`src/rtl/audio_tmr_pkg.sv`:
```
package audio_tmr_pkg;

    localparam int NUM_TIMERS = 3;
    localparam int PER_W      = 8;
    localparam int OUT_W      = 4;
    localparam int ADDR_W     = 3;

    typedef logic [PER_W-1:0] period_t;
    typedef logic [PER_W:0]   period_eff_t;
    typedef logic [OUT_W-1:0] outcnt_t;

    typedef struct packed {
        period_t stage;
        outcnt_t outcnt;
    } tmr_state_t;

    // Zero in the period register selects the full 2**PER_W ticks.
    function automatic period_eff_t eff_period(input period_t p);
        return (p == '0) ? period_eff_t'(1 << PER_W) : {1'b0, p};
    endfunction

endpackage

```
`src/rtl/tmr_prescaler.sv`:
```
module tmr_prescaler #(
    parameter int DIV = 128
) (
    input  logic clk,
    input  logic rst,
    input  logic restart,
    input  logic run,
    output logic tick
);
    localparam int CW = (DIV > 1) ? $clog2(DIV) : 1;
    localparam logic [CW-1:0] LAST = CW'(DIV - 1);

    logic [CW-1:0] phase;

    assign tick = run && (phase == LAST);

    always_ff @(posedge clk) begin
        if (rst || restart) begin
            phase <= '0;
        end else if (run) begin
            phase <= (phase == LAST) ? '0 : phase + 1'b1;
        end
    end

    // ticks are never back to back when the divider exceeds one
    p_tick_spacing_r1: assert property (@(posedge clk) disable iff (rst)
        (tick && DIV > 1) |=> !tick);

endmodule

```
`src/rtl/tmr_channel.sv`:
```
module tmr_channel
    import audio_tmr_pkg::*;
#(
    parameter int DIV = 128
) (
    input  logic    clk,
    input  logic    rst,
    input  logic    clk_en,
    input  logic    en,
    input  logic    per_we,
    input  period_t per_wdata,
    input  logic    cnt_clr,
    output outcnt_t out_cnt
);
    tmr_state_t st, st_nxt;
    period_t    period_q;
    logic       en_q;
    logic       rise;
    logic       tick;
    logic       inc;

    assign rise = en && !en_q;

    tmr_prescaler #(.DIV(DIV)) u_presc (
        .clk     (clk),
        .rst     (rst),
        .restart (rise),
        .run     (en && clk_en && !rise),
        .tick    (tick)
    );

    always_comb begin
        st_nxt = st;
        inc    = 1'b0;
        if (tick) begin
            if (period_eff_t'(st.stage) + 1'b1 >= eff_period(period_q)) begin
                st_nxt.stage = '0;
                inc          = 1'b1;
            end else begin
                st_nxt.stage = st.stage + 1'b1;
            end
        end
        if (cnt_clr) begin
            st_nxt.outcnt = outcnt_t'(inc);
        end else begin
            st_nxt.outcnt = st.outcnt + outcnt_t'(inc);
        end
        if (rise) begin
            st_nxt = '0;
        end
    end

    always_ff @(posedge clk) begin
        if (rst) begin
            st       <= '0;
            period_q <= '0;
            en_q     <= 1'b0;
        end else begin
            st   <= st_nxt;
            en_q <= en;
            if (per_we && (per_wdata != period_q)) begin
                period_q <= per_wdata;
            end
        end
    end

    assign out_cnt = st.outcnt;

    // an enable edge leaves the output counter at zero
    p_enable_clears_r6: assert property (@(posedge clk) disable iff (rst)
        $rose(en) |=> (out_cnt == '0));

    // a disabled, uncleared timer keeps its output counter
    p_hold_disabled_r7: assert property (@(posedge clk) disable iff (rst)
        (!en && !cnt_clr) |=> (out_cnt == $past(out_cnt)));

    // a clear with no tick leaves zero
    p_clear_zero_r4: assert property (@(posedge clk) disable iff (rst)
        (cnt_clr && !tick && !rise) |=> (out_cnt == '0));

    // without a tick and without a clear the counter does not move
    p_no_tick_no_move_r3: assert property (@(posedge clk) disable iff (rst)
        (!tick && !cnt_clr && !rise) |=> $stable(out_cnt));

endmodule

```
`src/rtl/audio_interval_timers.sv`:
```
module audio_interval_timers
    import audio_tmr_pkg::*;
#(
    parameter int SLOW_DIV = 128,
    parameter int FAST_DIV = 16,
    parameter int FAST_IDX = 2
) (
    input  logic                  clk,
    input  logic                  rst,
    input  logic                  cpu_clk_en,
    input  logic [NUM_TIMERS-1:0] tmr_en,
    input  logic [ADDR_W-1:0]     acc_addr,
    input  logic                  acc_rd,
    input  logic                  acc_wr,
    input  logic [PER_W-1:0]      acc_wdata,
    output logic [OUT_W-1:0]      rd_data
);
    localparam logic [ADDR_W-1:0] CNT_BASE = ADDR_W'(NUM_TIMERS);

    outcnt_t               cnt   [NUM_TIMERS];
    logic [NUM_TIMERS-1:0] per_we;
    logic [NUM_TIMERS-1:0] cnt_clr;

    always_comb begin
        per_we  = '0;
        cnt_clr = '0;
        rd_data = '0;
        for (int i = 0; i < NUM_TIMERS; i++) begin
            if (acc_wr && acc_addr == ADDR_W'(i)) begin
                per_we[i] = 1'b1;
            end
            if ((acc_rd || acc_wr) && acc_addr == CNT_BASE + ADDR_W'(i)) begin
                cnt_clr[i] = 1'b1;
            end
            if (acc_rd && acc_addr == CNT_BASE + ADDR_W'(i)) begin
                rd_data = cnt[i];
            end
        end
    end

    for (genvar g = 0; g < NUM_TIMERS; g++) begin : g_tmr
        localparam int DIV = (g == FAST_IDX) ? FAST_DIV : SLOW_DIV;
        tmr_channel #(.DIV(DIV)) u_chan (
            .clk       (clk),
            .rst       (rst),
            .clk_en    (cpu_clk_en),
            .en        (tmr_en[g]),
            .per_we    (per_we[g]),
            .per_wdata (acc_wdata),
            .cnt_clr   (cnt_clr[g]),
            .out_cnt   (cnt[g])
        );
    end

    // at most one counter is cleared per access
    p_single_clear_r10: assert property (@(posedge clk) disable iff (rst)
        $onehot0(cnt_clr));

    // no read strobe, no read data
    p_idle_read_zero_r10: assert property (@(posedge clk) disable iff (rst)
        !acc_rd |-> (rd_data == '0));

endmodule

```
`config.mk`:
```
export PLATFORM = sky130hd
export DESIGN_NAME = audio_interval_timers
export DESIGN_NICKNAME = d
export VERILOG_FILES = /design/src/rtl/audio_tmr_pkg.sv /design/src/rtl/tmr_prescaler.sv /design/src/rtl/tmr_channel.sv /design/src/rtl/audio_interval_timers.sv
export SDC_FILE = /design/constraint.sdc
export NUM_CORES = 1
export LEC_CHECK = 0
export ABC_AREA = 1
export BUFFER_PORTS_ARGS = -buffer_cell sky130_fd_sc_hd__clkbuf_2
export CAP_MARGIN = 20
export CORE_MARGIN = 2
export CORE_UTILIZATION = 55
export CTS_CLUSTER_DIAMETER = 150
export CTS_CLUSTER_SIZE = 24
export DETAILED_ROUTE_END_ITERATION = 7
export PLACE_DENSITY_LB_ADDON = 0.3
export SLEW_MARGIN = 20
export SYNTH_ARGS = -nofsm -noshare
export SYNTH_HDL_FRONTEND = slang
export SYNTH_SLANG_ARGS = --single-unit
```
`constraint.sdc`:
```
create_clock -name clk -period 3.2 [get_ports clk]
set_input_delay 0.16 -clock clk [delete_from_list [all_inputs] [get_ports clk]]
set_output_delay 0.16 -clock clk [all_outputs]
set_load 0.1 [all_outputs]
```
==> Word-level counts from Yosys, hierarchy flattened <==
Cells that the tools add are included.
{ "classes": {"addsub": 12, "n_lt_le_gt_ge": 3, "eq_ne": 11, "n_mux": 27, "reduce_logical": 44} }
{ "ops": {"columns": ["cell", "count"], "rows": [
  ["8-bit by 1-bit adder with 9-bit output (second input constant)", 3],
  ["9-bit >= comparator", 3],
  ["9-bit 2-to-1 mux", 3],
  ["8-bit by 1-bit adder with 8-bit output (second input constant)", 3],
  ["1-bit logical AND", 24],
  ["8-bit logical NOT", 3],
  ["8-bit 2-to-1 mux", 3],
  ["8-bit != test", 3],
  ["4-bit 2-to-1 mux", 4],
  ["1-bit 2-to-1 mux", 15],
  ["7-bit by 1-bit adder with 7-bit output (second input constant)", 2],
  ["7-bit == test (second input constant)", 2],
  ["7-bit 2-to-1 mux", 2],
  ["4-bit by 1-bit adder with 4-bit output", 3],
  ["3-bit OR reduction", 3],
  ["3-bit by 2-bit == test with 1-bit output (second input constant)", 2],
  ["3-bit == test (second input constant)", 2],
  ["1-bit logical NOT", 6],
  ["2-bit OR reduction", 3],
  ["4-bit by 1-bit adder with 4-bit output (second input constant)", 1],
  ["4-bit == test (second input constant)", 1],
  ["1-bit logical OR", 4],
  ["3-bit by 1-bit == test with 1-bit output (second input constant)", 1],
  ["3-bit logical NOT", 1]
]} }
{ "totals": {"reg_bits": 81, "inputBits": 19, "out_inout_bits": 4, "word_cells": 115} }

==> Depth between registers and ports, before layout <==
{ "logic_depth": {"depth_word": 8, "depth_mapped": 18, "ltp_nobuf": 18} }

==> Hierarchy <==
Synthesis repeated with hierarchy kept, for this count alone.
{ "unflattened": {"cells_unflattened": 804, "area_unflattened_um2": 5333.9} }
{ "modules_own_cells": {"columns": ["mod", "instances", "cells_each", "area_each_um2", "seq_area_each_um2"], "rows": [
  ["tmr_channel", 3, 211, 1401.3, 420.4],
  ["tmr_prescaler at g_tmr[0].u_chan.u_presc ...", 2, 55, 377.9, 140.1],
  ["tmr_prescaler at g_tmr[2].u_chan.u_presc", 1, 27, 192.7, 80.1],
  ["audio_interval_timers", 1, 34, 181.4, 0.0]
]} }

==> Worst setup path after synthesis <==
Ideal clock, no wire load.
{ "synth_timing": {"path_type": "reg-to-reg", "from": "register g_tmr[0].u_chan.st[4] (netlist bit)", "to": "register g_tmr[0].u_chan.st, in the netlist g_tmr[0].u_chan.out_cnt[2]", "setup_ns": 0.116, "arrival_time_ns": 2.454, "required_time_ns": 3.084, "path_slack_ns": 0.630, "stages_incl_launch_ff": 18, "path_buffers": 0, "synth_period_minus_slack_ns": 2.570, "cell_sequence": "dfxtp_1 -> ha_1 -> nand3_1 -> nor2_1 -> nand3_1 -> nand2_1 -> inv_1 -> ha_1 -> nand2_1 -> nand2_1 -> a21oi_1 -> nand2_1 -> a21oi_2 -> nor2_1 -> ha_1 -> ha_1 -> xnor2_1 -> nor2_1"} }
{ "synth_between": {"elab_chain_cells": 5} }
{ "synth_rtl": {"columns": ["item", "line_no", "rtl"], "rows": [
  ["from (decl)", "tmr_channel.sv:15", "tmr_state_t st, st_nxt;"],
  ["from (signal assigned)", "tmr_channel.sv:59", "st <= st_nxt;"],
  ["8-bit by 1-bit adder with 9-bit output", "tmr_channel.sv:36", "if (period_eff_t'(st.stage) + 1'b1 >= eff_period(period_q)) begin"],
  ["9-bit >= comparator", "tmr_channel.sv:36", null],
  ["1-bit 2-to-1 mux", "tmr_channel.sv:36", null],
  ["1-bit 2-to-1 mux", "tmr_channel.sv:35", "if (tick) begin"],
  ["4-bit by 1-bit adder with 4-bit output", "tmr_channel.sv:46", "st_nxt.outcnt = st.outcnt + outcnt_t'(inc);"]
]} }
No other way between the ends.
A chain may end at the register's enable or synchronous reset.

==> Worst setup path after layout <==
{ "layout_timing": {"from": "register g_tmr[2].u_chan.st[4] (netlist bit)", "to": "register g_tmr[2].u_chan.st, in the netlist g_tmr[2].u_chan.out_cnt[2]"} }
{ "layout_between": {"elab_chain_cells": 5} }
{ "layout_rtl": {"columns": ["item", "line_no"], "rows": [
  ["from (decl)", "tmr_channel.sv:15"],
  ["from (signal assigned)", "tmr_channel.sv:59"],
  ["8-bit by 1-bit adder with 9-bit output", "tmr_channel.sv:36"],
  ["9-bit >= comparator", "tmr_channel.sv:36"],
  ["1-bit 2-to-1 mux", "tmr_channel.sv:36"],
  ["1-bit 2-to-1 mux", "tmr_channel.sv:35"],
  ["4-bit by 1-bit adder with 4-bit output", "tmr_channel.sv:46"]
]} }
No other way between the ends.

==> out/qor.csv <==
metric,value,unit
status,finished clean,
instances_no_fill,893,
max-clock-path-buffers,2,
n_antenna_cell,0,
synth.lib_cells_used.distinct,35,
gr-total-overflow,0,
wire_length_of_the_first_global_routing_pass,19120,um
fillCellCount,855,
critPathArrivalTime,3.09,ns
final_layout_size_suffix_gt1_frac,0.1023,
synthToLayoutAreaGrowth,7.260,%
critPathKind,reg2reg,
final-setup-viol-count,0,
setup_tns,0,ns
top_level_ports,23,
remaining_drc_errors,0,
drt-vias-per-instance,5.254,
first_global_vias,4336,
post_synth_inst_count,755,
tightestPinTransition,0.7220,ns
power_leakage,0.002586,uW
cts_max_level,3,
timing.max_cap.violations,0,
finalHoldViolations,0,
num-nets-final,836,
wl,11230,um
rsz0062_at_grt,false,
post-route-cell-area,5472,um^2
replace_congestion,0.8429,
total_power,2036,uW
start_util,0.5600,
portBuffers,22,
synth_sequential_area_ratio,0.3179,
number_of_antenna_violations_at_the_first_check_in_global_routing,0,
area.sequential,1622,um^2
cts_resized,0,
worst_ep_required_time,3.45,ns
synthesis.area,5101,um^2
clkTransAtPathRegs,0.08,ns
cp-start-kind,flop,
max-vdd-ir-drop,0.2370,mV
fp.dieArea,10060,um^2
route.antenna.remaining_nets,0,
row_count,35,
powerDensity,372.1,nW/um^2
min_period_over_period,0.8856,
final.setup_skew,0.007497,ns
postCtsSetupBuffers,0,
multi_input_comb_area,2993,um^2
grt_usage,0.2354,
clock_sinks,81,
worst_setup_path_end_kind,flop,
first_pass_iters,5,
syn_nets,813,
die_x_extent,100.3,um
syn_area_per_cell,6.756,um^2
min_period,2.834,ns
routed_via_count,4692,
fp.coreArea,9109,um^2
drt-initial-drc-count,362,
worstPathMaxFanout,4,
dieHeight,100.3,um
min_path_type,in2reg,
place_inst,878,
detailed_place_hpwl,8518,um
yosysWarningCount,0,
cts_tree,yes,
worst_slew_margin_rel,0.5171,
ctsHoldBuffers,0,
synth-seq-cells,81,
final_max_slew_viol_count,0,
wl_cell,12.58,um
clkLatencyLatePin,0.36,ns
placedInstanceArea,5276,um^2
clockRootBuffer,sky130_fd_sc_hd__clkbuf_8,
numCtsBuffers,9,
mostFrequentLayoutCell,sky130_fd_sc_hd__nand2_1,
synth_top_area_share,0.3179,
max_freq,352.9,MHz
synth_top_area_cell,sky130_fd_sc_hd__dfxtp_1,
synth_area_leaders,"sky130_fd_sc_hd__dfxtp_1 (32%), sky130_fd_sc_hd__nand2_1 (15%), sky130_fd_sc_hd__ha_1 (9.6%), sky130_fd_sc_hd__nand3_1 (7.1%), sky130_fd_sc_hd__inv_1 (6.8%)",
layout_common_cells,"sky130_fd_sc_hd__nand2_1 (207), sky130_fd_sc_hd__inv_1 (93), sky130_fd_sc_hd__nor2_1 (88), sky130_fd_sc_hd__dfxtp_1 (81), sky130_fd_sc_hd__nand3_1 (72)",
grt_max_degree,27,
sequential cells by signal, summed over array words and instances (netlist names):
register and flops:
g_tmr.u_chan.st 24, g_tmr.u_chan.out_cnt 12, g_tmr.u_chan.u_presc.phase 18, g_tmr.u_chan.period_q 24, g_tmr.u_chan.en_q 3
path summary, 6_finish.rpt:
check / startpoint / endpoint / slack (ns) / depth (start not counted)
max reg2reg: g_tmr[2].u_chan.st[4] / g_tmr[2].u_chan.out_cnt[2] / 0.37 / 15
max: g_tmr[2].u_chan.st[4] / g_tmr[2].u_chan.out_cnt[2] / 0.37 / 15
min reg2reg: g_tmr[1].u_chan.u_presc.phase[6] / g_tmr[1].u_chan.u_presc.phase[6] / 0.46 / 2
min: tmr_en[1] / g_tmr[1].u_chan.en_q / 0.04 / 3
synthesized netlist by cell type:
cell type,count
sky130_fd_sc_hd__a21oi_2,3
sky130_fd_sc_hd__buf_6,4
sky130_fd_sc_hd__nor2_2,4
sky130_fd_sc_hd__o21a_1,1
sky130_fd_sc_hd__buf_2,5
sky130_fd_sc_hd__nand3b_4,1
sky130_fd_sc_hd__o21ai_0,7
sky130_fd_sc_hd__o21bai_1,1
sky130_fd_sc_hd__a41oi_1,1
sky130_fd_sc_hd__clkbuf_1,1
sky130_fd_sc_hd__buf_4,1
sky130_fd_sc_hd__nand4_4,1
sky130_fd_sc_hd__nor3_1,10
sky130_fd_sc_hd__inv_1,93
sky130_fd_sc_hd__nor4_1,6
sky130_fd_sc_hd__nand3_2,3
sky130_fd_sc_hd__nor2_1,88
sky130_fd_sc_hd__mux2i_1,1
sky130_fd_sc_hd__nor2_4,2
sky130_fd_sc_hd__o21ai_1,7
sky130_fd_sc_hd__or2_2,1
sky130_fd_sc_hd__xnor2_1,16
sky130_fd_sc_hd__nand2_1,207
sky130_fd_sc_hd__nand3b_1,5
sky130_fd_sc_hd__ha_1,39
sky130_fd_sc_hd__o21ai_2,1
sky130_fd_sc_hd__a21oi_1,43
sky130_fd_sc_hd__inv_2,15
sky130_fd_sc_hd__nor3_4,2
sky130_fd_sc_hd__dfxtp_1,81
sky130_fd_sc_hd__a211oi_2,1
sky130_fd_sc_hd__nand3_1,72
sky130_fd_sc_hd__xor2_1,19
sky130_fd_sc_hd__nand4_1,4
sky130_fd_sc_hd__nand2_2,9
critical path, stage by stage (launching register included):
cell and delay (ns):
sky130_fd_sc_hd__dfxtp_1 0.40, sky130_fd_sc_hd__ha_1 0.20, sky130_fd_sc_hd__nand3_1 0.13, sky130_fd_sc_hd__nor3_1 0.20
sky130_fd_sc_hd__xor2_1 0.23, sky130_fd_sc_hd__ha_1 0.28, sky130_fd_sc_hd__nand2_1 0.08, sky130_fd_sc_hd__a21oi_1 0.06
sky130_fd_sc_hd__nor2_1 0.22, sky130_fd_sc_hd__nand3_1 0.18, sky130_fd_sc_hd__nand2_1 0.11, sky130_fd_sc_hd__inv_1 0.05
sky130_fd_sc_hd__ha_1 0.19, sky130_fd_sc_hd__ha_1 0.19, sky130_fd_sc_hd__xnor2_1 0.16, sky130_fd_sc_hd__nor2_1 0.06
cell type report:
type / instances / area share
clock buffers: 12 / 0.02836
clock inverters: 3 / 0.007318
inverters: 108 / 0.07409
repair buffers: 23 / 0.02150
well taps: 111 / 0.02538
multi-input cells: 555 / 0.5470
flip-flops and latches: 81 / 0.2964
report_power, final:
part	switching, uW	internal [uW]
Combinational	154	78.0
Sequential	16.6	1020
Clock	369	397
Total	539	1500
metrics by stage:
stage | utilization | setup WS, ns | hold WS, ns
2_1_floorplan | - | 0.6297 | 0.2324
4_1_cts | 0.6007 | 0.3438 | 0.03354
6_report | 0.6007 | 0.3661 | 0.04176
3_3_place_gp | 0.5793 | 0.5227 | 0.4148
3_5_place_dp | 0.5793 | 0.3732 | 0.4201
5_1_grt | 0.6007 | 0.09392 | 0.05013
kinds of logic after synthesis:
logic type,count (synthesis),synth area share
buffers and inverters,119,0.09541
adder cells (fa/ha/maj),39,0.09566
AO/OA/AOI/OAI,65,0.06991
multiplexers,1,0.001962
XOR/XNOR,35,0.06009
AND/OR/NAND/NOR,415,0.3591
flip-flops,81,0.3179
layer usage:
| metal | share of wire | routed length (um) | track usage |
|---|---|---|---|
| met1 | 0.46 | 5140 | 0.2979 |
| met2 | 0.48 | 5363 | 0.3980 |
| met3 | 0.043 | 481 | 0.05014 |
| met4 | 0.022 | 245 | 0.08008 |
| met5 | 0 | 0 | 0 |
Power figures use the tool's default switching activity.
